`src/rtl/fbf_pkg.sv`:
```
package fbf_pkg;
    localparam int DQ_W  = 16;
    localparam int CMD_W = 8;
    localparam int NCTL  = 3;
    localparam int CTL_CE = 0;
    localparam int CTL_OE = 1;
    localparam int CTL_WE = 2;

    typedef enum logic {
        WR_IDLE   = 1'b0,
        WR_ACTIVE = 1'b1
    } wr_state_e;

    typedef struct packed {
        logic read_ok;
        logic write_ok;
    } bus_dec_t;

    typedef struct packed {
        logic [DQ_W-1:0] data;
        logic            oe_lo;
        logic            oe_hi;
    } rd_bus_t;

    function automatic bus_dec_t decode_ctl(logic [NCTL-1:0] low);
        bus_dec_t d;
        d.read_ok  = low[CTL_CE] & low[CTL_OE] & ~low[CTL_WE];
        d.write_ok = low[CTL_CE] & low[CTL_WE] & ~low[CTL_OE];
        return d;
    endfunction

    function automatic logic [DQ_W-1:0] pick_lane(logic byte_mode, logic lsb,
                                                  logic [DQ_W-1:0] w);
        if (!byte_mode)
            return w;
        return {{(DQ_W-CMD_W){1'b0}}, (lsb ? w[DQ_W-1:CMD_W] : w[CMD_W-1:0])};
    endfunction
endpackage

```
`src/rtl/fbf_sync.sv`:
```
module fbf_sync #(
    parameter int W = 8,
    parameter logic [W-1:0] RST_VAL = '0
) (
    input  logic         clk,
    input  logic         rst,
    input  logic [W-1:0] d,
    output logic [W-1:0] q,
    output logic         settled
);
    logic [W-1:0] meta;
    logic [1:0]   vld;

    always_ff @(posedge clk) begin
        if (rst) begin
            meta <= RST_VAL;
            q    <= RST_VAL;
            vld  <= '0;
        end else begin
            meta <= d;
            q    <= meta;
            vld  <= {vld[0], 1'b1};
        end
    end

    assign settled = vld[1];
endmodule

```
`src/rtl/fbf_glitch.sv`:
```
module fbf_glitch #(
    parameter int GLITCH_CYC = 4
) (
    input  logic clk,
    input  logic rst,
    input  logic pin_n,
    output logic low_q
);
    localparam int CW = $clog2(GLITCH_CYC + 1);
    localparam logic [CW-1:0] LIM = CW'(GLITCH_CYC - 1);

    logic [CW-1:0] cnt;

    always_ff @(posedge clk) begin
        if (rst) begin
            cnt   <= '0;
            low_q <= 1'b0;
        end else if (pin_n) begin
            cnt   <= '0;
            low_q <= 1'b0;
        end else if (cnt == LIM) begin
            low_q <= 1'b1;
        end else begin
            cnt <= cnt + 1'b1;
        end
    end
endmodule

```
`src/rtl/fbf_wrqual.sv`:
```
module fbf_wrqual
    import fbf_pkg::*;
#(
    parameter int ADDR_W = 19
) (
    input  logic              clk,
    input  logic              rst,
    input  logic              write_ok,
    input  logic              we_hi_s,
    input  logic              settled,
    input  logic              lv_s,
    input  logic              byte_mode,
    input  logic              lsb_s,
    input  logic [ADDR_W-1:0] addr_s,
    input  logic [CMD_W-1:0]  data_s,
    output logic              cmd_wr,
    output logic [ADDR_W:0]   cmd_addr,
    output logic [CMD_W-1:0]  cmd_data,
    output logic              rst_read,
    output logic              armed
);
    wr_state_e state;
    logic      lv_d;

    always_ff @(posedge clk) begin
        if (rst || lv_s)
            armed <= 1'b0;
        else if (settled && we_hi_s)
            armed <= 1'b1;
    end

    always_ff @(posedge clk) begin
        if (rst) begin
            lv_d     <= 1'b0;
            rst_read <= 1'b0;
        end else begin
            lv_d     <= lv_s;
            rst_read <= lv_s & ~lv_d;
        end
    end

    always_ff @(posedge clk) begin
        if (rst) begin
            state    <= WR_IDLE;
            cmd_wr   <= 1'b0;
            cmd_addr <= '0;
            cmd_data <= '0;
        end else begin
            cmd_wr <= 1'b0;
            unique case (state)
                WR_IDLE: begin
                    if (write_ok && armed && !lv_s) begin
                        state    <= WR_ACTIVE;
                        cmd_addr <= {addr_s, (byte_mode ? lsb_s : 1'b0)};
                        cmd_data <= data_s;
                    end
                end
                WR_ACTIVE: begin
                    if (lv_s) begin
                        state <= WR_IDLE;
                    end else if (!write_ok) begin
                        state  <= WR_IDLE;
                        cmd_wr <= 1'b1;
                    end
                end
                default: state <= WR_IDLE;
            endcase
        end
    end
endmodule

```
`src/rtl/fbf_rdsteer.sv`:
```
module fbf_rdsteer
    import fbf_pkg::*;
(
    input  logic            read_ok,
    input  logic            byte_mode,
    input  logic            lsb_s,
    input  logic [DQ_W-1:0] rd_word,
    output rd_bus_t         rd
);
    always_comb begin
        rd = '0;
        if (read_ok) begin
            rd.data  = pick_lane(byte_mode, lsb_s, rd_word);
            rd.oe_lo = 1'b1;
            rd.oe_hi = ~byte_mode;
        end
    end
endmodule

```
`src/rtl/flash_bus_frontend.sv`:
```
module flash_bus_frontend
    import fbf_pkg::*;
#(
    parameter int ADDR_W     = 19,
    parameter int GLITCH_CYC = 4
) (
    input  logic              clk,
    input  logic              rst,
    input  logic              ce_n,
    input  logic              oe_n,
    input  logic              we_n,
    input  logic              byte_n,
    input  logic              low_vcc,
    input  logic [ADDR_W-1:0] addr,
    input  logic [15:0]       dq_in,
    input  logic [15:0]       rd_word,
    output logic [ADDR_W-1:0] rd_addr,
    output logic [15:0]       dq_out,
    output logic              dq_oe_lo,
    output logic              dq_oe_hi,
    output logic              cmd_wr,
    output logic [ADDR_W:0]   cmd_addr,
    output logic [7:0]        cmd_data,
    output logic              rst_read
);
    localparam int SW = ADDR_W + CMD_W + 1 + NCTL + 2;
    localparam logic [SW-1:0] SRST = {1'b0, 1'b1, {NCTL{1'b1}}, 1'b0, {CMD_W{1'b0}}, {ADDR_W{1'b0}}};

    logic [SW-1:0]     raw, syn;
    logic              settled;
    logic              lv_s, byte_n_s, lsb_s;
    logic [NCTL-1:0]   ctl_s, ctl_low;
    logic [CMD_W-1:0]  data_s;
    logic [ADDR_W-1:0] addr_s;
    logic              armed;
    logic              unused_hi;
    bus_dec_t          dec;
    rd_bus_t           rd;

    assign unused_hi = ^dq_in[DQ_W-2:CMD_W];

    assign raw = {low_vcc, byte_n, we_n, oe_n, ce_n, dq_in[DQ_W-1], dq_in[CMD_W-1:0], addr};

    fbf_sync #(.W(SW), .RST_VAL(SRST)) u_sync (
        .clk(clk), .rst(rst), .d(raw), .q(syn), .settled(settled)
    );

    assign {lv_s, byte_n_s, ctl_s, lsb_s, data_s, addr_s} = syn;

    for (genvar g = 0; g < NCTL; g++) begin : g_filt
        fbf_glitch #(.GLITCH_CYC(GLITCH_CYC)) u_filt (
            .clk(clk), .rst(rst), .pin_n(ctl_s[g]), .low_q(ctl_low[g])
        );
    end

    assign dec = decode_ctl(ctl_low);

    fbf_wrqual #(.ADDR_W(ADDR_W)) u_wr (
        .clk(clk), .rst(rst), .write_ok(dec.write_ok), .we_hi_s(ctl_s[CTL_WE]),
        .settled(settled), .lv_s(lv_s), .byte_mode(~byte_n_s), .lsb_s(lsb_s),
        .addr_s(addr_s), .data_s(data_s), .cmd_wr(cmd_wr), .cmd_addr(cmd_addr),
        .cmd_data(cmd_data), .rst_read(rst_read), .armed(armed)
    );

    fbf_rdsteer u_rd (
        .read_ok(dec.read_ok), .byte_mode(~byte_n_s), .lsb_s(lsb_s),
        .rd_word(rd_word), .rd(rd)
    );

    assign rd_addr  = addr_s;
    assign dq_out   = rd.data;
    assign dq_oe_lo = rd.oe_lo;
    assign dq_oe_hi = rd.oe_hi;
endmodule

```
`config.mk`:
```
export PLATFORM = sky130hd
export DESIGN_NAME = flash_bus_frontend
export DESIGN_NICKNAME = d
export VERILOG_FILES = /design/src/rtl/fbf_pkg.sv /design/src/rtl/fbf_sync.sv /design/src/rtl/fbf_glitch.sv /design/src/rtl/fbf_wrqual.sv /design/src/rtl/fbf_rdsteer.sv /design/src/rtl/flash_bus_frontend.sv
export SDC_FILE = /design/constraint.sdc
export NUM_CORES = 1
export LEC_CHECK = 0
export BUFFER_PORTS_ARGS = -buffer_cell sky130_fd_sc_hd__buf_2
export CAP_MARGIN = 20
export CORE_ASPECT_RATIO = 0.6
export CORE_MARGIN = 2
export CORE_UTILIZATION = 30
export CTS_BUF_LIST = sky130_fd_sc_hd__clkbuf_2 sky130_fd_sc_hd__clkbuf_4 sky130_fd_sc_hd__clkbuf_8
export DETAILED_ROUTE_END_ITERATION = 6
export PLACE_DENSITY_LB_ADDON = 0.3
export SLEW_MARGIN = 20
export SYNTH_ARGS = -nofsm -noshare
export SYNTH_HDL_FRONTEND = slang
export SYNTH_SLANG_ARGS = --single-unit
```
`constraint.sdc`:
```
create_clock -name clk -period 1.5 [get_ports clk]
set_clock_uncertainty 0.2 [all_clocks]
set_input_delay 0.075 -clock clk [delete_from_list [all_inputs] [get_ports clk]]
set_output_delay 0.075 -clock clk [all_outputs]
set_load 0.05 [all_outputs]
```
==> results.tsv <==
metric	value	unit
r2r_end	u_wr.cmd_data[3]$_SDFFE_PP0P_	
syn-instance-count	395	
coreArea	12930	um^2
cellPowerDensity	1005	nW/um^2
hold_viol	0	
cts_tree	done	
max_slew_margin	67.77	%
diodes	0	
grt_remaining_overflow	0	
gp_congestion	0.8933	
p_int	4.902	mW
start_kind	input port	
clk_path_buf_depth	2	
pwr-share-comb	8.3	%
grt_pass1_vias	3220	
swShare	25.16	%
nets	644	
antenna_found_initial	0	
path_clk_slew	80	ps
async_reset_ff_share	0	%
cp.required	1630	ps
route.met3.wl	735	um
numCtsBuffers	17	
crit_type	in -> reg	
drcViolationCount	0	
num_io_pins	125	
finalInstanceArea	6516	um^2
preCtsSetupSlack	1.939	ps
finalCriticalPeriod	1862	ps
highest_layer	met4	
worst-r2r-cell-count	6	
p_switching	1.648	mW
final_util	50.39	%
synth_edf_count	0	
vias	3347	
ant_nets	0	
worst-r2r-setup-slack	-100	ps
dp_hpwl	6188	um
hold_path_class	in -> reg	
ir_drop	0.5790	mV
maxCapViolCount	0	
p_total	6.550	mW
synth-seq-area-share	56.38	%
ys_ff_latch	113	
htreeDepth	4	
drtIter0Drc	114	
violations	setup timing	
ys_types	24	
track_usage	14.57	%
syn-num-nets	459	
die_w	153.3	um
rsz0062_at_grt	true	
path_max_fanout	19	
area_delta_synth_final	62.39	%
final_layout_size_suffix_gt1_share	41.48	%
fillers	1184	
place_area	4892	um^2
clkLatencyLatePin	430	ps
io_buffer_count	117	
wl_met1	5183	um
synth_area	4013	um^2
power.share.clock	44.0	%
worstSetupStartpoint	rst	
wl_per_cell	14.50	um
grt_max_degree	31	
setup_viol	69	
initial_core_util	31.03	%
fin_hold_ws	159.9	ps
dieHeight	93.59	um
root_buffer	clkbuf_8	
seq_power_share	47.7	%
cts_sinks	113	
endpoint	u_sync.meta[20]$_SDFF_PP0_	
avgViaCountPerCell	4.387	
avgSynthCellArea	10.16	um^2
r2r-start	g_filt[0].u_filt.low_q$_SDFFE_PP0N_	
period_share	124.1	%
fin_setup_tns	-14580	ps
dr.pass1.iters	4	
leakage	2.804	nW
tightestPinTransition	481.8	ps
die_area	14350	um^2
slew_violations	0	
status	complete, but fails checks	
grt_pass1_wl	16100	um
fmax	0.5372	GHz
critPathCaptureType	flip-flop	
drt-total-wl	11070	um
worst_slack	-361.6	ps
met2_length	5013	um
worstPathArrival	1990	ps
num_rows	32	
dp_cells	655	
fin_cells	763	
ys.flop_type	dfxtp_1	
ys_warn_count	0	
-- Yosys cell counts (7+ instances only) --
| cell type | n | share of area, % |
|---|---|---|
| a21oi_1 | 39 | 4.9 |
| a31o_1 | 19 | 4.1 |
| a31o_2 | 8 | 1.7 |
| and3_1 | 8 | 1.2 |
| buf_4 | 20 | 3.7 |
| clkbuf_1 | 17 | 1.6 |
| dfxtp_1 | 113 | 56 |
| nand2_1 | 19 | 1.8 |
| nand2b_1 | 28 | 4.4 |
| nor2_1 | 7 | 0.65 |
| nor2b_1 | 62 | 9.7 |
| nor3_1 | 13 | 1.6 |
| or2_2 | 9 | 1.4 |
-- metal layers --
metal / global-route usage, % / up-vias
met1: 18.33 / 1572
met5: 0 / -
met4: 5.247 / 0
met3: 5.561 / 15
met2: 22.92 / 106
li1: - / 1654
-- power by group through the flow --
| stage | combinational [mW] | sequential, mW | clock, mW |
|---|---|---|---|
| 2_1_floorplan | 0.252 | 3.18 | 0 |
| 3_3_place_gp | 0.369 | 3.19 | 0 |
| 3_5_place_dp | 0.375 | 3.19 | 0 |
| 4_1_cts | 0.494 | 3.12 | 2.96 |
| 5_1_grt | 0.582 | 3.13 | 3.14 |
| 6_report | 0.541 | 3.12 | 2.88 |
-- worst max-delay path, cell delays in order --
cell	delay, ps
buf_4	110
dlygate4sd3_1	860
buf_4	310
nor2b_1	70
dlygate4sd3_1	560
-- sequential cells by signal, summed over array words and instances (netlist names) --
name                 cells
u_sync.vld               2
u_wr.rst_read            1
u_wr.cmd_data            8
u_wr.armed               1
u_wr.lv_d                1
g_filt.u_filt.low_q      3
u_sync.q                33
u_wr.cmd_wr              1
u_wr.state               1
u_sync.meta             33
g_filt.u_filt.cnt        9
u_wr.cmd_addr           20
-- placed cells by master, fill, tap and decap left out, types with 5 or more instances in the layout --
| cell | count |
|---|---|
| nand2b_1 | 27 |
| a31o_4 | 8 |
| nor3_1 | 13 |
| clkbuf_8 | 18 |
| a21oi_1 | 17 |
| buf_6 | 16 |
| buf_8 | 10 |
| buf_4 | 14 |
| nor2b_1 | 61 |
| a21oi_4 | 13 |
| ha_1 | 6 |
| clkinvlp_4 | 9 |
| a21oi_2 | 9 |
| a31o_1 | 19 |
| buf_12 | 8 |
| dfxtp_1 | 108 |
| nand2_1 | 18 |
| nor2_1 | 7 |
| or2_2 | 8 |
| and3_4 | 8 |
| dlygate4sd3_1 | 60 |
| buf_2 | 98 |
| clkbuf_16 | 5 |
-- kinds of logic (layout without fill, tap and decap cells) --
group / count (synthesis) / in the layout / share of synthesized area, %
xor+xnor: 3 / 3 / 0.6549
flops: 113 / 113 / 56.38
compound gates: 66 / 66 / 10.76
mux: 4 / 4 / 0.9979
buf+inv: 51 / 249 / 7.172
fa+ha+maj: 6 / 6 / 1.871
simple gates: 152 / 152 / 22.17
-- repair_timing --
action | CTS | global route
gates resized for setup | 55 | 41
endpoints found under the hold margin | 69 | 31
gates cloned | 3 | 7
hold buffers | 59 | 2
pin swaps | 23 | 12
buffers inserted | 3 | 5
setup endpoints to repair | 23 | 71
-- worst min-delay path by stage --
stage / from / to / depth (start not counted)
floorplan: ce_n / u_sync.meta[28]$_SDFF_PP1_ / 1
global placement: ce_n / u_sync.meta[28]$_SDFF_PP1_ / 2
detailed placement: byte_n / u_sync.meta[31]$_SDFF_PP1_ / 2
CTS: byte_n / u_sync.meta[31]$_SDFF_PP1_ / 3
global route: ce_n / u_sync.meta[28]$_SDFF_PP1_ / 3
finish: byte_n / u_sync.meta[31]$_SDFF_PP1_ / 3
-- cell type report --
cell class	count	area [um^2]	area share, %
clock inverter	14	156.4	2.400
tap	170	212.7	3.264
timing repair buffer	211	1812	27.80
sequential	113	2271	34.85
clock buffer	18	247.7	3.802
inverter	5	22.52	0.3456
timing repair inverter	1	7.507	0.1152
multi-input combinational	231	1787	27.42
Note: power is estimated with default switching activity, not from simulation.
